## config.mk

```make
export PLATFORM = sky130hd
export DESIGN_NAME = sdram_burst_seq
export DESIGN_NICKNAME = d
export VERILOG_FILES = /design/src/rtl/sdram_burst_pkg.sv /design/src/rtl/burst_len_decode.sv /design/src/rtl/burst_addr_gen.sv /design/src/rtl/burst_ctrl.sv /design/src/rtl/sdram_burst_seq.sv
export SDC_FILE = /design/constraint.sdc
export NUM_CORES = 1
export LEC_CHECK = 0
export ABC_AREA = 1
export BUFFER_PORTS_ARGS = -buffer_cell sky130_fd_sc_hd__buf_2
export CELL_PAD_IN_SITES_DETAIL_PLACEMENT = 1
export CELL_PAD_IN_SITES_GLOBAL_PLACEMENT = 1
export CORE_ASPECT_RATIO = 1.1
export CORE_MARGIN = 2
export CORE_UTILIZATION = 42
export DETAILED_ROUTE_END_ITERATION = 10
export GPL_ROUTABILITY_DRIVEN = 0
export PLACE_DENSITY_LB_ADDON = 0.1
export REMOVE_ABC_BUFFERS = 1
export SYNTH_ARGS = -nofsm -noshare
export SYNTH_HDL_FRONTEND = slang
export SYNTH_SLANG_ARGS = --single-unit
export TNS_END_PERCENT = 20
```

## constraint.sdc

```tcl
create_clock -name clk_i -period 3.5 [get_ports clk_i]
set_clock_uncertainty 0.15 [all_clocks]
set_input_delay 0.7 -clock clk_i [delete_from_list [all_inputs] [get_ports clk_i]]
set_output_delay 0.7 -clock clk_i [all_outputs]
set_load 0.03 [all_outputs]
```

## src/rtl/sdram_burst_pkg.sv

```systemverilog
package sdram_burst_pkg;
  localparam int unsigned COL_W = 8;
  localparam int unsigned BL_W  = 3;

  typedef enum logic [BL_W-1:0] {
    BL_ONE  = 3'd0,
    BL_TWO  = 3'd1,
    BL_FOUR = 3'd2,
    BL_EIGHT = 3'd3,
    BL_PAGE = 3'd7
  } bl_code_e;
endpackage

```

## src/rtl/burst_len_decode.sv

```systemverilog
module burst_len_decode
  import sdram_burst_pkg::*;
#(
  parameter int unsigned W = COL_W
) (
  input  logic [BL_W-1:0] bl_i,
  input  logic            wr_i,
  input  logic            single_wr_i,
  output logic [W-1:0]    mask_o,
  output logic            full_o
);
  localparam logic [W-1:0] ONES = {W{1'b1}};

  logic [1:0] log_len;
  logic       page;

  always_comb begin
    page    = 1'b0;
    log_len = 2'd0;
    case (bl_i)
      BL_TWO:   log_len = 2'd1;
      BL_FOUR:  log_len = 2'd2;
      BL_EIGHT: log_len = 2'd3;
      BL_PAGE:  page    = 1'b1;
      default:  log_len = 2'd0; // reserved codes act as one beat
    endcase
    if (wr_i && single_wr_i) begin
      page    = 1'b0;
      log_len = 2'd0;
    end
  end

  assign full_o = page;
  assign mask_o = page ? ONES : ~(ONES << log_len);
endmodule

```

## src/rtl/burst_addr_gen.sv

```systemverilog
module burst_addr_gen
  import sdram_burst_pkg::*;
#(
  parameter int unsigned W = COL_W
) (
  input  logic [W-1:0] base_i,
  input  logic [W-1:0] beat_i,
  input  logic [W-1:0] mask_i,
  input  logic         ilv_i,
  input  logic         full_i,
  output logic [W-1:0] col_o,
  output logic         last_o
);
  logic [W-1:0] seq_col, ilv_col;

  assign seq_col = (base_i + beat_i) & mask_i;
  assign ilv_col = (base_i ^ beat_i) & mask_i;
  // full page is always sequential
  assign col_o   = (base_i & ~mask_i) | ((ilv_i && !full_i) ? ilv_col : seq_col);
  assign last_o  = !full_i && ((beat_i & mask_i) == mask_i);
endmodule

```

## src/rtl/burst_ctrl.sv

```systemverilog
module burst_ctrl
  import sdram_burst_pkg::*;
#(
  parameter int unsigned W = COL_W
) (
  input  logic         clk_i,
  input  logic         rst_ni,
  input  logic         start_i,
  input  logic [W-1:0] col_i,
  input  logic [W-1:0] mask_i,
  input  logic         full_i,
  input  logic         ilv_i,
  input  logic         stop_i,
  input  logic         last_i,
  output logic         active_o,
  output logic [W-1:0] base_o,
  output logic [W-1:0] beat_o,
  output logic [W-1:0] mask_o,
  output logic         full_o,
  output logic         ilv_o
);
  always_ff @(posedge clk_i or negedge rst_ni) begin
    if (!rst_ni) begin
      active_o <= 1'b0;
      base_o   <= '0;
      beat_o   <= '0;
      mask_o   <= '0;
      full_o   <= 1'b0;
      ilv_o    <= 1'b0;
    end else if (start_i) begin
      active_o <= 1'b1;
      base_o   <= col_i;
      beat_o   <= '0;
      mask_o   <= mask_i;
      full_o   <= full_i;
      ilv_o    <= ilv_i;
    end else if (active_o) begin
      if ((full_o && stop_i) || last_i) active_o <= 1'b0;
      else                              beat_o   <= beat_o + 1'b1;
    end
  end

  a_r6_no_last_in_page: assert property (@(posedge clk_i) disable iff (!rst_ni)
    (active_o && full_o) |-> !last_i);
  a_r7_stop_ends_page: assert property (@(posedge clk_i) disable iff (!rst_ni)
    (active_o && full_o && stop_i && !start_i) |=> !active_o);
endmodule

```

## src/rtl/sdram_burst_seq.sv

```systemverilog
module sdram_burst_seq
  import sdram_burst_pkg::*;
(
  input  logic              clk_i,
  input  logic              rst_ni,
  input  logic              start_i,
  input  logic [COL_W-1:0]  col_i,
  input  logic [BL_W-1:0]   bl_i,
  input  logic              ilv_i,
  input  logic              wr_i,
  input  logic              single_wr_i,
  input  logic              stop_i,
  output logic              valid_o,
  output logic [COL_W-1:0]  col_o,
  output logic              last_o
);
  logic [COL_W-1:0] dec_mask, base_q, beat_q, mask_q, col_w;
  logic             dec_full, full_q, ilv_q, active_q, last_w;

  burst_len_decode #(.W(COL_W)) u_dec (
    .bl_i(bl_i), .wr_i(wr_i), .single_wr_i(single_wr_i),
    .mask_o(dec_mask), .full_o(dec_full)
  );

  burst_ctrl #(.W(COL_W)) u_ctrl (
    .clk_i(clk_i), .rst_ni(rst_ni), .start_i(start_i), .col_i(col_i),
    .mask_i(dec_mask), .full_i(dec_full), .ilv_i(ilv_i), .stop_i(stop_i),
    .last_i(last_w), .active_o(active_q), .base_o(base_q), .beat_o(beat_q),
    .mask_o(mask_q), .full_o(full_q), .ilv_o(ilv_q)
  );

  burst_addr_gen #(.W(COL_W)) u_addr (
    .base_i(base_q), .beat_i(beat_q), .mask_i(mask_q), .ilv_i(ilv_q),
    .full_i(full_q), .col_o(col_w), .last_o(last_w)
  );

  assign valid_o = active_q;
  assign col_o   = col_w;
  assign last_o  = active_q && last_w;

  a_r2_start_beat0: assert property (@(posedge clk_i) disable iff (!rst_ni)
    start_i |=> (valid_o && col_o == $past(col_i)));
  a_r5_last_ends: assert property (@(posedge clk_i) disable iff (!rst_ni)
    (last_o && !start_i) |=> !valid_o);
  a_r8_single_write: assert property (@(posedge clk_i) disable iff (!rst_ni)
    (start_i && wr_i && single_wr_i) |=> last_o);
  a_r3_runs_on: assert property (@(posedge clk_i) disable iff (!rst_ni)
    (valid_o && !last_o && !stop_i && !start_i) |=> valid_o);
  a_r1_last_implies_valid: assert property (@(posedge clk_i) disable iff (!rst_ni)
    last_o |-> valid_o);
endmodule

```

==> flow_metrics.tcl <==
set metrics [dict create \
    yosysUniqueCellTypes 30 \
    synthAdderAreaFrac_pct 8.38 \
    rows 22 \
    drt_iter0_drc 15 \
    wire_per_inst_um 14.7 \
    dp_hpwl_mm 3.02 \
    cp_max_fo 6 \
    cts_max_level 1 \
    fin_crit_sh_pct 89.4 \
    status "complete, no violations" \
    relSlewSlack_pct 65.1 \
    layout-drive-gt1-share_pct 18.5 \
    grt_pass1_vias 1420 \
    synth_compound_area_share_pct 12.6 \
    required_ns 2.65 \
    area_growth_pct 13.9 \
    leakage_nw 0.915 \
    yosysSeqAreaShare_pct 38.4 \
    routed_via_density 5.41 \
    die_x_um 59.7 \
    die_area_um2 3900 \
    nets 250 \
    cp-end-kind "output port" \
    rsz0062_at_grt "false" \
    syn_area_per_cell_um2 7.35 \
    mostFrequentLayoutCell "nand2_1" \
    power_per_cell_area_nw_per_um2 412 \
    cts-hold-fix-buffers 0 \
    maxCapViolCount 0 \
    ir_drop_v 0.000281 \
    hold_path.class "input port to async pin" \
    n_antenna_cell 0 \
    dr.pass1.iters 4 \
    ant_nets 0 \
    cts_resized 0 \
    cts_made_buffers 3 \
    whs_ns 0.183 \
    final_cell_mix "nand2_1, buf_2, inv_1" \
    grt_use_total_pct 21.8 \
    arrival_ns 2.28 \
    finalSetupViolations 0 \
    crit_type "register to output port" \
    fin_area_um2 1630 \
    synth_area_um2 1430 \
    clk_latency_ns 0.32 \
    start_util_pct 43.4 \
    drc 0 \
    tns_ns 0 \
    die_y_um 65.3 \
    path_clk_slew_ns 0.13 \
    fill_cells 446 \
    clock_path_buffers 2 \
    io_pins 28 \
    start_kind "register" \
    synthXorXnorAreaFrac_pct 1.83 \
    synth-seq-cells 22 \
    coreArea_um2 3300 \
    cts_tree "yes" \
    post-cts-setup-buffer-count 0 \
    antenna_found_initial 0 \
    tritoncts_num_sinks 22 \
    worst_pin_slew_ns 0.524 \
    cts_root_buf "clkbuf_4" \
    slew_viol_final 0 \
    fmax_mhz 320 \
    synth-simple-area-share_pct 30.5 \
    placed_cell_area_um2 1600 \
    drt_wl_total_mm 3.79 \
    ys_warn_count 0 \
    post_synth_inst_count 195 \
    grt_max_degree 26 \
    synthMuxAreaShare_pct 0 \
    grt_pass1_wl_mm 6.34 \
    hold_viol_final 0 \
    synth_top_family_by_area "simple AND/OR/NAND/NOR gates" \
    timing.final.crit_period_ns 3.13 \
    vias 1397 \
    numPortBuffers 27 \
    overflow 0 \
]
[per-layer routing]
metal	global-route usage, %	up-vias	wire length (µm)
met1	26.0	683	1670
met3	2.36	6	94
met5	0	-	0
li1	-	686	-
met4	5.83	0	46
met2	40.5	22	1980
[registers in the layout, summed over array words and instances, names as in the netlist]
register and flops:
u_ctrl.base_o 8, u_ctrl.beat_o 8, u_ctrl.mask_o 4, u_ctrl.active_o 1, u_ctrl.ilv_o 1
[worst max-delay path, stage by stage (launching register included)]
cell,delay (ns)
dfrtp_1,0.48
ha_1,0.21
inv_1,0.06
fa_1,0.38
inv_1,0.09
nand3_1,0.07
nand2_1,0.10
nand3_1,0.11
nand3b_1,0.11
nand3_1,0.08
nand2_1,0.07
buf_2,0.19
[stage by stage]
stage	cells	power [W]	util [%]	worst slack, ns
after floorplan	191	0.000454	-	0.731
after global placement	254	0.000521	48.3	0.891
after detailed placement	254	0.000533	48.3	0.746
after CTS	258	0.000679	49.4	0.374
after global routing	258	0.000715	49.4	0.202
final	258	0.000673	49.4	0.373
[where the power goes]
group          leakage (nW)  internal [W]  switching, W
registers             0.280      0.000277     0.0000252
clock network        0.0210     0.0000638     0.0000828
logic                 0.615     0.0000742      0.000150
total                 0.915      0.000415      0.000258
[area by class of cell]
class	count	area (µm²)	share of cell area [%]
tap	36	45.0	2.76
sequential	22	551	33.7
timing repair buffer	27	135	8.28
multi-input combinational	142	764	46.8
clock buffer	4	36.3	2.22
inverter	27	101	6.21
[Yosys cell counts]
library cell  instances  share of area, %
o22ai_2               1              0.87
o21ai_0              17               5.9
buf_1                 1              0.26
clkbuf_1              1              0.26
nand2_1              62                16
inv_2                 1              0.26
nor2_2                1              0.44
o211ai_1              1              0.52
nand4_1               5               2.2
o21a_1                1              0.52
nor3_1                1              0.35
fa_1                  1               1.4
o21ai_2               1              0.61
buf_2                 2              0.70
clkinv_1              1              0.26
a21o_1                1              0.52
xor2_1                3               1.8
ha_1                  8               7.0
nand3_1              14               4.9
o22ai_1               2              0.87
and3_1                1              0.44
o21ai_1               1              0.35
nor2_1                8               2.1
a21oi_1               5               1.7
nand3b_1              2               1.0
nor2_4                2               1.6
a21oi_2               1              0.61
or2_2                 3               1.3
inv_1                25               6.5
dfrtp_1              22                38
[path summary, 6_finish.rpt]
| check | startpoint | to | slack, ns | cells past startpoint |
|---|---|---|---|---|
| worst max-delay path | u_ctrl.beat_o[0] | col_o[6] | 0.37 | 11 |
| worst min-delay path | rst_ni | u_ctrl.beat_o[4] | 0.18 | 1 |
| worst max register to register | u_ctrl.mask_o[6] | u_ctrl.beat_o[4] | 1.69 | 7 |
| worst min register to register | u_ctrl.ilv_o | u_ctrl.ilv_o | 0.38 | 2 |
| max in group asynchronous | rst_ni | u_ctrl.base_o[2] | 2.67 | 1 |
| min in group clk_i | u_ctrl.ilv_o | u_ctrl.ilv_o | 0.38 | 2 |
[logic make-up after synthesis]
| group | Yosys count |
|---|---|
| buf+inv | 31 |
| compound gates | 31 |
| flops | 22 |
| fa+ha+maj | 9 |
| simple gates | 99 |
| xor+xnor | 3 |
No activity file was read; power rests on OpenSTA's default activity.
